File: config.mk
export PLATFORM = sky130hd
export DESIGN_NAME = rep_uptimer
export DESIGN_NICKNAME = d
export VERILOG_FILES = /design/src/rtl/rep_uptimer.sv
export SDC_FILE = /design/constraint.sdc
export NUM_CORES = 1
export LEC_CHECK = 0
export BUFFER_PORTS_ARGS = -buffer_cell sky130_fd_sc_hd__buf_2
export CORE_AREA = 2 2 98 147
export DETAILED_ROUTE_END_ITERATION = 6
export DIE_AREA = 0 0 100 149
export SYNTH_ARGS = -nofsm -noshare
export SYNTH_HDL_FRONTEND = slang
export SYNTH_SLANG_ARGS = --single-unit
File: constraint.sdc
create_clock -name clk -period 4.3 [get_ports clk]
set_input_delay 0.43 -clock clk [delete_from_list [all_inputs] [get_ports clk]]
set_output_delay 0.43 -clock clk [all_outputs]
set_load 0.01 [all_outputs]
File: src/rtl/rep_uptimer.sv
module rep_uptimer #(
  parameter int W = 16
) (
  input  logic         clk,
  input  logic         rst_n,
  input  logic         wr_en,
  input  logic [1:0]   wr_sel,
  input  logic [W-1:0] wr_data,
  input  logic         cnt_en,
  input  logic         sw_gen,
  input  logic         upd_dis,
  input  logic         urs,
  input  logic         flag_clr,
  output logic [W-1:0] count,
  output logic         ovf,
  output logic         uev,
  output logic         uif
);
  logic [W-1:0] lim_hold, div_hold, rep_hold;
  logic [W-1:0] lim_act, div_act, rep_left, div_cnt, cnt_q;
  logic ovf_q, uev_q, uif_q;

  wire tick    = cnt_en && (div_cnt == div_act);
  wire wrap    = tick && (cnt_q == lim_act);
  wire rep_hit = wrap && (rep_left == '0);
  wire upd     = !upd_dis && (sw_gen || rep_hit);
  wire flag_up = upd && !(sw_gen && urs);

  always_ff @(posedge clk) begin
    if (!rst_n) begin
      lim_hold <= '0;
      div_hold <= '0;
      rep_hold <= '0;
    end else if (wr_en) begin
      case (wr_sel)
        2'd0: lim_hold <= wr_data;
        2'd1: div_hold <= wr_data;
        2'd2: rep_hold <= wr_data;
        default: ;
      endcase
    end
  end

  always_ff @(posedge clk) begin
    if (!rst_n) begin
      cnt_q   <= '0;
      div_cnt <= '0;
    end else if (sw_gen) begin
      cnt_q   <= '0;
      div_cnt <= '0;
    end else if (tick) begin
      div_cnt <= '0;
      cnt_q   <= wrap ? '0 : cnt_q + 1'b1;
    end else if (cnt_en) begin
      div_cnt <= div_cnt + 1'b1;
    end
  end

  always_ff @(posedge clk) begin
    if (!rst_n) begin
      lim_act  <= '0;
      div_act  <= '0;
      rep_left <= '0;
    end else if (upd) begin
      lim_act  <= lim_hold;
      div_act  <= div_hold;
      rep_left <= rep_hold;
    end else if (!sw_gen && wrap && rep_left != '0) begin
      rep_left <= rep_left - 1'b1;
    end
  end

  always_ff @(posedge clk) begin
    if (!rst_n) begin
      ovf_q <= 1'b0;
      uev_q <= 1'b0;
      uif_q <= 1'b0;
    end else begin
      ovf_q <= wrap && !sw_gen;
      uev_q <= upd;
      if (flag_up)       uif_q <= 1'b1;
      else if (flag_clr) uif_q <= 1'b0;
    end
  end

  assign count = cnt_q;
  assign ovf   = ovf_q;
  assign uev   = uev_q;
  assign uif   = uif_q;
endmodule

**Word level (Yosys, flattened, before mapping)**

Index checks and enable logic that the tools add are counted.
Widths: inputs -> output; s select.

- Bits in registers: 131
- Word-level logic and storage cells: 46
- Input bits: 26
- Output and inout port bits: 19

- Equality and inequality tests: 4
- Reductions and logical operators: 22
- Bitwise gates (word level): 1
- $add $sub $neg: 3
- Multiplexer cells: 5

Operators by type and width:

| cell | count |
|---|---|
| $mux 16 | 3 |
| $add 16x1->16 const B | 2 |
| $eq 16x16->1 | 2 |
| $logic_not 16->1 | 1 |
| $reduce_bool 16->1 | 1 |
| $sub 16x1->16 const B | 1 |
| $logic_and 1x1->1 | 8 |
| $reduce_and 2->1 | 3 |
| $reduce_bool 2->1 | 2 |
| $logic_not 1->1 | 3 |
| $reduce_or 3->1 | 1 |
| $eq 2x1->1 const B | 1 |
| $eq 2x2->1 const B | 1 |
| $logic_not 2->1 | 1 |
| $mux 1 | 2 |
| $reduce_or 2->1 | 1 |
| $logic_or 1x1->1 | 1 |
| $not 1->1 | 1 |

**Logic depth before layout (Yosys ltp)**

- Depth after elaboration: 8
- Depth in mapped cells: 10
- Gate-level depth less buffers: 8

**Least setup slack after synthesis**

OpenSTA, ideal clock, no wires.

- Path kind: input -> register
- Start: input port cnt_en
- End: register div_cnt[0]
- Required time: 4185 ps
- Stages on the path: 9
- Setup slack: 2185 ps
- Arrival time: 2001 ps
- Setup time: 115 ps
- Cells stage by stage: buf_2 > nand3_1 > or4_1 > buf_2 > nor2_1 > or2_2 > buf_2 > buf_4 > nor2_1

- Word-level cells in the longest chain between the ends: 2

RTL lines:

| item | RTL line | source |
|---|---|---|
| start: declaration | 9 | `input logic cnt_en,` |
| $logic_and 1x1->1 | 23 | `wire tick = cnt_en && (div_cnt == div_act);` |
| $reduce_or 3->1 (no source line) | - |  |
| end signal: assignment | 55 | `div_cnt <= div_cnt + 1'b1;` |
| end: declaration | 20 | `logic [W-1:0] lim_act, div_act, rep_left, div_cnt, cnt_q;` |

Parallel ways exist; a longest one is shown, timed or not.
A chain may end at the register's enable or synchronous reset.

**Worst setup path after layout**

- Start: register rep_left[0]
- End: register div_act[0]

- Word-level cells in the longest chain between the ends: 4

RTL lines:

| item | RTL line | source |
|---|---|---|
| start: declaration | 20 |  |
| start signal: assignment | 67 | `rep_left <= rep_hold;` |
| start signal: assignment | 69 | `rep_left <= rep_left - 1'b1;` |
| $logic_not 16->1 | 25 | `wire rep_hit = wrap && (rep_left == '0);` |
| $logic_and 1x1->1 | 25 |  |
| $logic_or 1x1->1 | 26 | `wire upd = !upd_dis && (sw_gen \|\| rep_hit);` |
| $logic_and 1x1->1 | 26 |  |
| end signal: assignment | 66 | `div_act <= div_hold;` |
| end: declaration | 20 |  |

No other way between the ends.

==> impl_metrics.env <==
export IMPL_result_of_the_run="finished, final reports clean"
export IMPL_dpl_cell_count=874
export IMPL_nFillCells=1348
export IMPL_post_drt_via_cell_ratio=5.35
export IMPL_antenna_violating_nets_post_route=0
export IMPL_detail_route_iter0_violations=135
export IMPL_post_synthesis_sequential_element_count=131
export IMPL_ctsResizeCount=0
export IMPL_irDropWorstVdd_v=0.000462
export IMPL_power_per_cell_area_nw_per_um2=598
export IMPL_worst_setup_hold_path_clk_slew_ns=0.06
export IMPL_clock_latency_ns=0.41
export IMPL_totalNegativeSetupSlack_ns=0
export IMPL_cpPeakStageDelay_ns=0.79
export IMPL_total_leakage_power_nw=2.35
export IMPL_post_cts_buffers=0
export IMPL_gp_routability_congestion=0.901
export IMPL_use_met2=0.353
export IMPL_r2r_slack_ns=1.28
export IMPL_port_buffer_count=44
export IMPL_grt_start_max_net_pins=61
export IMPL_gr_usage_met3=0.0328
export IMPL_worstHoldEndpoint="uif$_SDFFE_PN0P_"
export IMPL_io_pins=45
export IMPL_synth_cell_type_count=55
export IMPL_worst_r2r_endpoint="div_act[0]$_SDFFE_PN0P_"
export IMPL_crit_arrival_ns=3.36
export IMPL_cts_buffers_inserted=17
export IMPL_synthesis_nets=730
export IMPL_most_common_flop_cell_mapped_by_yosys="sky130_fd_sc_hd__dfxtp_1"
export IMPL_finalCoreUtilization=0.493
export IMPL_flow_area_growth_from_synthesis_pct=13.9
export IMPL_fmax_achieved_ghz=0.331
export IMPL_grt_util_met1=0.231
export IMPL_period_needed_ns=3.02
export IMPL_worst_r2r_startpoint="rep_left[0]$_SDFFE_PN0P_"
export IMPL_post_route_period_util=0.703
export IMPL_max_slew_worst_pin_slew_ns=1.04
export IMPL_clockRootBuffer="sky130_fd_sc_hd__clkbuf_16"
export IMPL_finalClockSkew_ns=0.0128
export IMPL_antenna_violations_before_repair=0
export IMPL_max_slew_margin_rel=0.307
export IMPL_worstHoldPathType="input port to register"
export IMPL_overflow=0
export IMPL_timing_hold_violations_final=0
export IMPL_path_max_fanout=35
export IMPL_number_of_global_route_vias_before_repair=4739
export IMPL_netlist_top_cell_by_area="sky130_fd_sc_hd__dfxtp_1"
export IMPL_setup_viol=0
export IMPL_ys_warn_count=0
export IMPL_routed_wire_length_per_instance_um=15.8
export IMPL_hold_path_startpoint="flag_clr"
export IMPL_slew_viol_final=0
export IMPL_die_width_um=100
export IMPL_synth_cells=701
export IMPL_firstDrtPassIters=4
export IMPL_routed_vias=4848
export IMPL_route_detailed_drc=0
export IMPL_ctsHoldBuffers=0
export IMPL_placeableCoreArea_um2=13800
export IMPL_cts_max_path_buffers=2
export IMPL_layout_drive_gt1_share=0.213
export IMPL_fraction_of_post_synthesis_cell_area_in_the_top_cell_type_by_area=0.440
export IMPL_number_of_enable_flip_flop_cells_after_synthesis=0
export IMPL_cpMaxStageDelayCell="sky130_fd_sc_hd__a41o_2"
export IMPL_synthArstFlopShare=0
export IMPL_mappedNetlistArea_um2=5970
export IMPL_drt_total_wl_mm=14.3
export IMPL_grt_busiest_layer="met2"
export IMPL_row_count=53
export IMPL_worst_hold_path_num_cells=3
export IMPL_grt_pass1_wl_mm=23.5
export IMPL_setup_worst_path_class="register to register"
export IMPL_cts_tree="yes"
export IMPL_postSynthAreaPerCell_um2=8.51
export IMPL_dieHeight_um=149
export IMPL_groute_usage_overall=0.199
export IMPL_finish_cell_count_without_fillers=906
export IMPL_timing_reg2reg_worst_path_depth=9
export IMPL_nets=757
export IMPL_num_antenna_cells=0
export IMPL_cts_htree_levels=4
export IMPL_floorplan_die_area_um2=14900
export IMPL_synth_area_top_cells="sky130_fd_sc_hd__dfxtp_1 (44%), sky130_fd_sc_hd__nand2_1 (9.8%), sky130_fd_sc_hd__xnor2_1 (6.3%), sky130_fd_sc_hd__a21oi_1 (4.8%), sky130_fd_sc_hd__a21oi_2 (4.3%)"
export IMPL_post_dp_hpwl_mm=10.4
export IMPL_worstSetupStartpointType="register"
export IMPL_maxCapViolations=0
export IMPL_end_kind="register"
export IMPL_rsz_0062_raised_after_global_routing="no"
export IMPL_cts_sinks=131
export IMPL_crit_required_ns=4.63
export IMPL_synth_yosys_seq_area_share=0.440
export IMPL_crit_path_cell_trace="inv_1 > ha_1 > nor3b_1 > nand3_1 > nor3_2 > a41o_2 > buf_4 > nand2_1 > a21oi_1"
export IMPL_floorplan_initialDensity=0.433
Yosys cell counts (3+ instances only):
master                       n
sky130_fd_sc_hd__dfxtp_1   131
sky130_fd_sc_hd__nand2_2    29
sky130_fd_sc_hd__ha_1        3
sky130_fd_sc_hd__xor2_1     18
sky130_fd_sc_hd__inv_1      10
sky130_fd_sc_hd__xnor2_1    43
sky130_fd_sc_hd__nor4_4      4
sky130_fd_sc_hd__nor4_2      5
sky130_fd_sc_hd__or2_2       3
sky130_fd_sc_hd__o211ai_1    7
sky130_fd_sc_hd__nor3_1      9
sky130_fd_sc_hd__buf_4       3
sky130_fd_sc_hd__nor4_1     10
sky130_fd_sc_hd__and3_1      4
sky130_fd_sc_hd__nor2_1     40
sky130_fd_sc_hd__buf_2       9
sky130_fd_sc_hd__a31oi_1    10
sky130_fd_sc_hd__or4_1       4
sky130_fd_sc_hd__a21oi_2    29
sky130_fd_sc_hd__nand4_1    14
sky130_fd_sc_hd__nand3b_1    3
sky130_fd_sc_hd__nand2_1   156
sky130_fd_sc_hd__or3_1      10
sky130_fd_sc_hd__a21oi_1    57
sky130_fd_sc_hd__buf_12      3
sky130_fd_sc_hd__a21o_1      3
sky130_fd_sc_hd__nand2b_1    8
sky130_fd_sc_hd__clkbuf_1   22
sky130_fd_sc_hd__nand3_1    23
layout by cell type, fill, tap and decap left out, types with 5 or more instances in the layout:
| cell type | netlist | routed |
|---|---|---|
| sky130_fd_sc_hd__clkbuf_16 | 0 | 17 |
| sky130_fd_sc_hd__a21oi_2 | 29 | 29 |
| sky130_fd_sc_hd__nand2b_1 | 8 | 8 |
| sky130_fd_sc_hd__nand3_1 | 23 | 23 |
| sky130_fd_sc_hd__o211ai_1 | 7 | 7 |
| sky130_fd_sc_hd__xor2_1 | 18 | 18 |
| sky130_fd_sc_hd__nor3_1 | 9 | 9 |
| sky130_fd_sc_hd__clkinv_2 | 0 | 6 |
| sky130_fd_sc_hd__a21oi_1 | 57 | 57 |
| sky130_fd_sc_hd__or3_1 | 10 | 10 |
| sky130_fd_sc_hd__xnor2_1 | 43 | 43 |
| sky130_fd_sc_hd__nand4_1 | 14 | 14 |
| sky130_fd_sc_hd__nor4_2 | 5 | 5 |
| sky130_fd_sc_hd__nand2_1 | 156 | 156 |
| sky130_fd_sc_hd__a31oi_1 | 10 | 10 |
| sky130_fd_sc_hd__dfxtp_1 | 131 | 131 |
| sky130_fd_sc_hd__buf_2 | 9 | 44 |
| sky130_fd_sc_hd__nor4_1 | 10 | 10 |
| sky130_fd_sc_hd__nor2_1 | 40 | 40 |
| sky130_fd_sc_hd__inv_1 | 10 | 10 |
| sky130_fd_sc_hd__nand2_2 | 29 | 29 |
worst max-delay path, delay by kind of cell, from the launching register on:
| kind | cells | cell delay [ns] |
|---|---|---|
| compound gates | 2 | 0.91 |
| fa+ha+maj | 1 | 0.17 |
| buf+inv | 2 | 0.44 |
| flops | 1 | 0.35 |
| simple gates | 4 | 1.08 |
metal layers:
metal	vias up	wire (µm)
li1	2429	-
met5	-	0
met2	75	7450
met1	2325	6110
met4	0	401
met3	19	338
sequential cells by signal, summed over array words and instances (netlist names), 16 cells and up:
| name | flops |
|---|---|
| lim_act | 16 |
| count | 16 |
| lim_hold | 16 |
| div_hold | 16 |
| rep_hold | 16 |
| rep_left | 16 |
| div_cnt | 16 |
| div_act | 16 |
cell type report:
| type | instances | area, µm² | area share |
|---|---|---|---|
| clock inverter | 13 | 133 | 0.0195 |
| tap | 165 | 206 | 0.0304 |
| clock buffer | 19 | 453 | 0.0667 |
| sequential | 131 | 2620 | 0.386 |
| inverter | 11 | 42.5 | 0.00626 |
| multi-input combinational | 519 | 3090 | 0.454 |
| timing repair buffer | 48 | 250 | 0.0368 |
through the flow:
| step | area [µm²] | hold WS (ns) | worst slack (ns) | power [mW] |
|---|---|---|---|---|
| 2_1_floorplan | 5970 | 0.431 | 2.18 | 2.45 |
| 3_3_place_gp | 6210 | 0.442 | 1.43 | 2.62 |
| 3_5_place_dp | 6210 | 0.446 | 1.32 | 2.66 |
| 4_1_cts | 6790 | 0.264 | 1.29 | 4.09 |
| 5_1_grt | 6790 | 0.286 | 1.09 | 4.28 |
| 6_report | 6790 | 0.275 | 1.28 | 4.06 |
worst max path at each step:
| stage | startpoint | to | slack (ns) | depth (start not counted) |
|---|---|---|---|---|
| floorplan | cnt_en | div_cnt[0]$_SDFFE_PP0P_ | 2.18 | 9 |
| global placement | rep_left[0]$_SDFFE_PN0P_ | div_act[0]$_SDFFE_PN0P_ | 1.43 | 9 |
| detailed placement | rep_left[0]$_SDFFE_PN0P_ | div_act[0]$_SDFFE_PN0P_ | 1.32 | 9 |
| CTS | rep_left[0]$_SDFFE_PN0P_ | div_act[0]$_SDFFE_PN0P_ | 1.29 | 9 |
| global route | rep_left[0]$_SDFFE_PN0P_ | div_act[0]$_SDFFE_PN0P_ | 1.09 | 9 |
| finish | rep_left[0]$_SDFFE_PN0P_ | div_act[0]$_SDFFE_PN0P_ | 1.28 | 9 |
report_power, final:
part,internal [mW],leakage [nW],switching [mW]
clock network,0.882,0.281,0.539
logic,0.445,1.01,0.764
registers,1.32,1.06,0.112
cell families after synthesis:
logic type	share of synthesized area
AO/OA/AOI/OAI	0.133
buffers and inverters	0.0465
XOR/XNOR	0.0895
AND/OR/NAND/NOR	0.283
multiplexers	0.00168
adder cells (fa/ha/maj)	0.00629
flip-flops	0.440
Power figures use the tool's default switching activity.
